`src/rtl/uart_rate_pkg.sv`:
```
package uart_rate_pkg;
  parameter int DATA_W = 8;
  parameter int ADDR_W = 2;
  parameter int SEL_W = 4;
  parameter int CNT_W = 8;
  parameter int SEL_TOP = 11;
  parameter int CNT_LOW = 8;
  parameter int SETTLE_TICKS = 2;

  localparam int PRE_W = SEL_TOP;
  localparam int SETTLE_W = $clog2(SETTLE_TICKS + 1);

  localparam logic [SEL_W-1:0] SEL_MAX = SEL_W'(SEL_TOP);
  localparam logic [CNT_W-1:0] CNT_MIN = CNT_W'(CNT_LOW);

  localparam logic [ADDR_W-1:0] CTRL_ADDR = ADDR_W'(0);
  localparam logic [ADDR_W-1:0] SEL_ADDR = ADDR_W'(1);
  localparam logic [ADDR_W-1:0] CNT_ADDR = ADDR_W'(2);

  typedef struct packed {
    logic restart;
    logic run;
    logic [SEL_W-1:0] sel;
    logic [CNT_W-1:0] count;
  } rateCtl_t;
endpackage

```
`src/rtl/uart_rate_ctrl.sv`:
```
module uart_rate_ctrl
  import uart_rate_pkg::*;
(
  input  logic clk,
  input  logic rst_n,
  input  logic regWrEn,
  input  logic [ADDR_W-1:0] regAddr,
  input  logic [DATA_W-1:0] regWrData,
  input  logic basicTick,
  output logic [DATA_W-1:0] regRdData,
  output rateCtl_t ctl,
  output logic ready
);
  logic runQ;
  logic [SEL_W-1:0] selQ;
  logic [CNT_W-1:0] cntQ;
  logic [SETTLE_W-1:0] settleQ;
  logic restart;
  logic [SEL_W-1:0] selIn;
  logic [CNT_W-1:0] cntIn;

  // Clamp incoming values to the legal range before storing them
  assign selIn = (regWrData[SEL_W-1:0] > SEL_MAX) ? SEL_MAX : regWrData[SEL_W-1:0];
  assign cntIn = (regWrData[CNT_W-1:0] < CNT_MIN) ? CNT_MIN : regWrData[CNT_W-1:0];

  // A divider write, or a real change of the run bit, restarts both stages
  always_comb begin
    restart = 1'b0;
    if (regWrEn) begin
      if (regAddr == SEL_ADDR || regAddr == CNT_ADDR)
        restart = 1'b1;
      else if (regAddr == CTRL_ADDR && regWrData[0] != runQ)
        restart = 1'b1;
    end
  end

  always_ff @(posedge clk or negedge rst_n) begin
    if (!rst_n) begin
      runQ <= 1'b0;
      selQ <= '0;
      cntQ <= CNT_MIN;
    end else if (regWrEn) begin
      case (regAddr)
        CTRL_ADDR: runQ <= regWrData[0];
        SEL_ADDR:  selQ <= selIn;
        CNT_ADDR:  cntQ <= cntIn;
        default:   ;
      endcase
    end
  end

  // Settle counter: counts basic ticks after a restart, saturates at the limit
  always_ff @(posedge clk or negedge rst_n) begin
    if (!rst_n)
      settleQ <= '0;
    else if (restart)
      settleQ <= '0;
    else if (runQ && basicTick && settleQ != SETTLE_W'(SETTLE_TICKS))
      settleQ <= settleQ + SETTLE_W'(1);
  end

  assign ready = runQ && (settleQ == SETTLE_W'(SETTLE_TICKS));

  always_comb begin
    case (regAddr)
      CTRL_ADDR: regRdData = {{(DATA_W-1){1'b0}}, runQ};
      SEL_ADDR:  regRdData = DATA_W'(selQ);
      CNT_ADDR:  regRdData = DATA_W'(cntQ);
      default:   regRdData = '0;
    endcase
  end

  assign ctl.restart = restart;
  assign ctl.run = runQ;
  assign ctl.sel = selQ;
  assign ctl.count = cntQ;
endmodule

```
`src/rtl/uart_rate_dp.sv`:
```
module uart_rate_dp
  import uart_rate_pkg::*;
(
  input  logic clk,
  input  logic rst_n,
  input  rateCtl_t ctl,
  output logic basicTick,
  output logic bitTick
);
  logic [PRE_W-1:0] preCnt;
  logic [CNT_W-1:0] divCnt;
  logic halfQ;
  logic [PRE_W:0] preSpan;
  logic preWrap;
  logic divWrap;
  logic hold;

  // Prescaler wraps after 2^sel cycles
  assign preSpan = (PRE_W+1)'(1) << ctl.sel;
  assign preWrap = ({1'b0, preCnt} == (preSpan - (PRE_W+1)'(1)));
  assign divWrap = (divCnt == (ctl.count - CNT_W'(1)));
  assign hold = ctl.restart || !ctl.run;

  always_ff @(posedge clk or negedge rst_n) begin
    if (!rst_n) begin
      preCnt <= '0;
      basicTick <= 1'b0;
    end else if (hold) begin
      preCnt <= '0;
      basicTick <= 1'b0;
    end else begin
      preCnt <= preWrap ? '0 : preCnt + PRE_W'(1);
      basicTick <= preWrap;
    end
  end

  // Count divider, followed by a halving toggle stage
  always_ff @(posedge clk or negedge rst_n) begin
    if (!rst_n) begin
      divCnt <= '0;
      halfQ <= 1'b0;
      bitTick <= 1'b0;
    end else if (hold) begin
      divCnt <= '0;
      halfQ <= 1'b0;
      bitTick <= 1'b0;
    end else if (preWrap) begin
      if (divWrap) begin
        divCnt <= '0;
        halfQ <= ~halfQ;
        bitTick <= halfQ;
      end else begin
        divCnt <= divCnt + CNT_W'(1);
        bitTick <= 1'b0;
      end
    end else begin
      bitTick <= 1'b0;
    end
  end
endmodule

```
`src/rtl/uart_rate_gen.sv`:
```
module uart_rate_gen
  import uart_rate_pkg::*;
(
  input  logic clk,
  input  logic rst_n,
  input  logic regWrEn,
  input  logic [ADDR_W-1:0] regAddr,
  input  logic [DATA_W-1:0] regWrData,
  output logic [DATA_W-1:0] regRdData,
  output logic basicTick,
  output logic bitTick,
  output logic ready
);
  rateCtl_t ctl;

  uart_rate_ctrl ctrl_i (
    .clk(clk),
    .rst_n(rst_n),
    .regWrEn(regWrEn),
    .regAddr(regAddr),
    .regWrData(regWrData),
    .basicTick(basicTick),
    .regRdData(regRdData),
    .ctl(ctl),
    .ready(ready)
  );

  uart_rate_dp dp_i (
    .clk(clk),
    .rst_n(rst_n),
    .ctl(ctl),
    .basicTick(basicTick),
    .bitTick(bitTick)
  );
endmodule

```
`config.mk`:
```
export PLATFORM = sky130hd
export DESIGN_NAME = uart_rate_gen
export DESIGN_NICKNAME = d
export VERILOG_FILES = /design/src/rtl/uart_rate_pkg.sv /design/src/rtl/uart_rate_ctrl.sv /design/src/rtl/uart_rate_dp.sv /design/src/rtl/uart_rate_gen.sv
export SDC_FILE = /design/constraint.sdc
export NUM_CORES = 1
export LEC_CHECK = 0
export ABC_AREA = 0
export CAP_MARGIN = 15
export CORE_UTILIZATION = 45
export CTS_CLUSTER_DIAMETER = 80
export DETAILED_ROUTE_END_ITERATION = 8
export PLACE_DENSITY = 0.65
export SETUP_SLACK_MARGIN = 0.5
export SYNTH_ARGS = -nofsm -noshare
export SYNTH_HDL_FRONTEND = slang
export SYNTH_SLANG_ARGS = --single-unit
```
`constraint.sdc`:
```
create_clock -name clk -period 3.75 [get_ports clk]
set_input_delay 0.75 -clock clk [delete_from_list [all_inputs] [get_ports clk]]
set_output_delay 0.75 -clock clk [all_outputs]
set_load 0.005 [all_outputs]
```
==> run_results.csv <==
group,metric,value,unit
clock_tree,clock_path_buffers,2,
setup_path,crit_required,3.95,ns
grt,grt_max_degree,38,
grt,overflow,0,
final_layout,layout.nets,332,
timing,tns,0,ns
yosys,ys_top_cells_by_area,"dfrtp_1 36%, nand2_1 4.6%, a21oi_1 4.6%",
final_layout,antennaDiodeCount,0,
timing,rsz0062_at_grt,"true",
yosys,synth_flop_cell,"dfrtp_1",
final_layout,fin_cells,381,
flow_run,maxCapViolations,0,
final_layout,utilization,0.567,
grt,track_usage,0.208,
floorplanning,die_y,76.7,µm
yosys,syn_area,2510,µm²
detailed_routing,wl_per_cell,15.0,µm
setup_path,critPathMaxFanout,10,
pwr,finalPower,0.00115,W
yosys,yosysSeqAreaShare,0.370,
worst_hold_path,hold_class,"register to register",
detailed_routing,vias_per_cell,5.62,
setup_path,critPathLaunchType,"register",
grt,grt_pass1_vias,2050,
timing,setup_viol,0,
floorplanning,die_area,5880,µm²
timing,skew,0.0113,ns
outcome,status,"finished clean",
floorplanning,start_util,0.479,
yosys,synth_largest_area_cell,"dfrtp_1",
clock_tree,clock-sinks,37,
yosys,syn_avg_cell_area,8.71,µm²
placed_design,dpl-instance-area,2790,µm²
yosys,syn_inst,288,
placed_design,hpwl,4.07,mm
detailed_routing,first_pass_iters,4,
yosys,synth-async-reset-ratio,1.00,
clock_tree,postCtsHoldBufs,0,
clock_tree,cts-root-buf,"clkbuf_8",
timing,min_period_over_period,0.850,
final_layout,final_common_cell,"dfrtp_1",
setup_path,worstSetupPathType,"register to register",
grt,grt_pass1_wl,9.82,mm
pwr,power-per-cell-area,389,nW/µm²
grt,antenna_found_initial,0,
floorplanning,core,5240,µm²
grt,top_usage_layer,"met2",
grt,grt_use_met1,0.288,
detailed_routing,num_vias,2141,
setup_path,cp.arrival,3.38,ns
grt,grtUsageMet2,0.333,
floorplanning,die_w,76.7,µm
pwr,peakVddDrop,0.245,mV
timing,worst_slew_pin_slew,0.851,ns
grt,met3_usage,0.0381,
clock_tree,clk_pin_slew,0.08,ns
yosys,ys_seq_elements,37,
clock_tree,cts-buffers-inserted,5,
detailed_routing,wl,5.70,mm
setup_path,reg2reg_depth,9,
final_layout,finish.instance_area,2970,µm²
setup_path,worstSetupEndpointType,"register",
detailed_routing,drt_iter0_drc,95,
clock_tree,insertion_delay,0.29,ns
placed_design,dp.cells,370,
placed_design,portBuffers,23,
detailed_routing,drc_errors,0,
yosys,synth_nets,310,
final_layout,most-common-layout-cells,"36 x dfrtp_1, 31 x nand2_1, 26 x nor2_1, 23 x a21oi_1, 20 x clkdlybuf4s50_1",
timing,slew_violations,0,
yosys,synth_top_area_share,0.359,
final_layout,syn_to_final_growth,18.4,%
yosys,synth_edf_count,0,
timing,hold_viol,0,
detailed_routing,ant_nets,0,
timing,relSlewSlack,0.432,
pwr,leakagePower,1.21,nW
yosys,ys_types,56,
timing,clock.fmax,314,MHz
placed_design,gp_congestion,0.808,
final_layout,drive_gt1_frac,0.122,
floorplanning,ioPinCount,24,
worst_hold_path,hold_depth,2,
floorplanning,rows,26,
clock_tree,htree_num_levels,2,
yosys,yosys_warnings,0,
clock_tree,cts_tree,"yes",
timing,post-route-min-period,3.19,ns
[path summary, 6_finish.rpt]
path / from / to / slack, ns
min in group asynchronous: rst_n / dp_i.preCnt[6]$_DFF_PN0_ / 0.57
worst max register to register: ctrl_i.selQ[1]$_DFFE_PN0P_ / dp_i.divCnt[1]$_DFFE_PN0P_ / 0.56
worst min register to register: ctrl_i.settleQ[1]$_DFFE_PN0P_ / ctrl_i.settleQ[1]$_DFFE_PN0P_ / 0.53
worst min-delay path: ctrl_i.settleQ[1]$_DFFE_PN0P_ / ctrl_i.settleQ[1]$_DFFE_PN0P_ / 0.53
max in group asynchronous: rst_n / dp_i.preCnt[1]$_DFF_PN0_ / 2.65
worst max-delay path: ctrl_i.selQ[1]$_DFFE_PN0P_ / dp_i.divCnt[1]$_DFFE_PN0P_ / 0.56
[worst max-delay path: stages, from the launching register on]
cell and delay, ns:
dfrtp_1 0.39, or4_4 0.55, ha_1 0.23, or3_1 0.37, a21oi_1 0.15, mux2_2 0.37
a311oi_4 0.27, nand4_4 0.21, or3b_1 0.40, a21oi_1 0.17
[metal layers]
metal / up-vias / part of all wire
met3: 5 / 0.020
met1: 1052 / 0.50
met2: 19 / 0.47
met5: - / 0
met4: 0 / 0.011
li1: 1065 / -
[report_power, final]
part	internal (W)	leakage (nW)	switching, W
clock	0.000216	0.0574	0.000147
sequential	0.000429	0.488	0.0000502
combinational	0.000143	0.664	0.000169
[synthesized netlist by cell type, types with 2 or more instances]
cell type / count
a31oi_1: 2
nor3_1: 4
a21oi_1: 23
or3_1: 7
and2_1: 6
clkbuf_1: 8
nand3b_1: 2
mux2_2: 6
xnor2_1: 13
dfrtp_1: 36
ha_1: 9
xor2_1: 12
nand2b_1: 3
nand2_1: 31
o21ai_0: 5
nor2b_1: 5
o21bai_1: 3
a22oi_1: 4
and3_1: 3
a21o_1: 2
nor2_1: 26
a22o_1: 3
nor4_1: 4
buf_2: 7
inv_1: 14
o22ai_1: 6
or3b_1: 2
nand3_1: 9
or2_2: 3
o211ai_1: 4
[through the flow]
step                      worst slack, ns  hold WS, ns
after floorplan                     0.729        0.454
after global placement              0.529        0.506
after detailed placement            0.428        0.515
after CTS                           0.516        0.533
after global routing                0.495        0.571
final                               0.563        0.525
[cells by family (layout without fill, tap and decap cells)]
family,count (synthesis),in the layout,synth area share
XOR/XNOR,25,25,0.0873
AO/OA/AOI/OAI,63,63,0.167
multiplexers,7,7,0.0309
flip-flops,37,37,0.370
adder cells (fa/ha/maj),9,9,0.0449
buffers and inverters,31,54,0.0529
AND/OR/NAND/NOR,116,116,0.247
[layout make-up]
class / instances / area, µm²
clock buffer: 6 / 82.6
clock inverter: 2 / 37.5
fill: 467 / 2270
inverter: 14 / 52.6
multi-input combinational: 220 / 1490
sequential: 37 / 927
tap: 70 / 87.6
timing repair buffer: 32 / 298
[registers in the layout (all words and copies together), names as in the netlist]
register	count
dp_i.divCnt	8
dp_i.bitTick	1
dp_i.preCnt	11
dp_i.basicTick	1
ctrl_i.selQ	4
ctrl_i.settleQ	2
dp_i.halfQ	1
ctrl_i.cntQ	8
ctrl_i.runQ	1
[repair_timing]
action,4_1_cts,5_1_grt
setup buffers,2,1
resized for setup,1,7
pin swaps,1,2
endpoints found under the setup margin,18,24
Power figures use the tool's default switching activity.
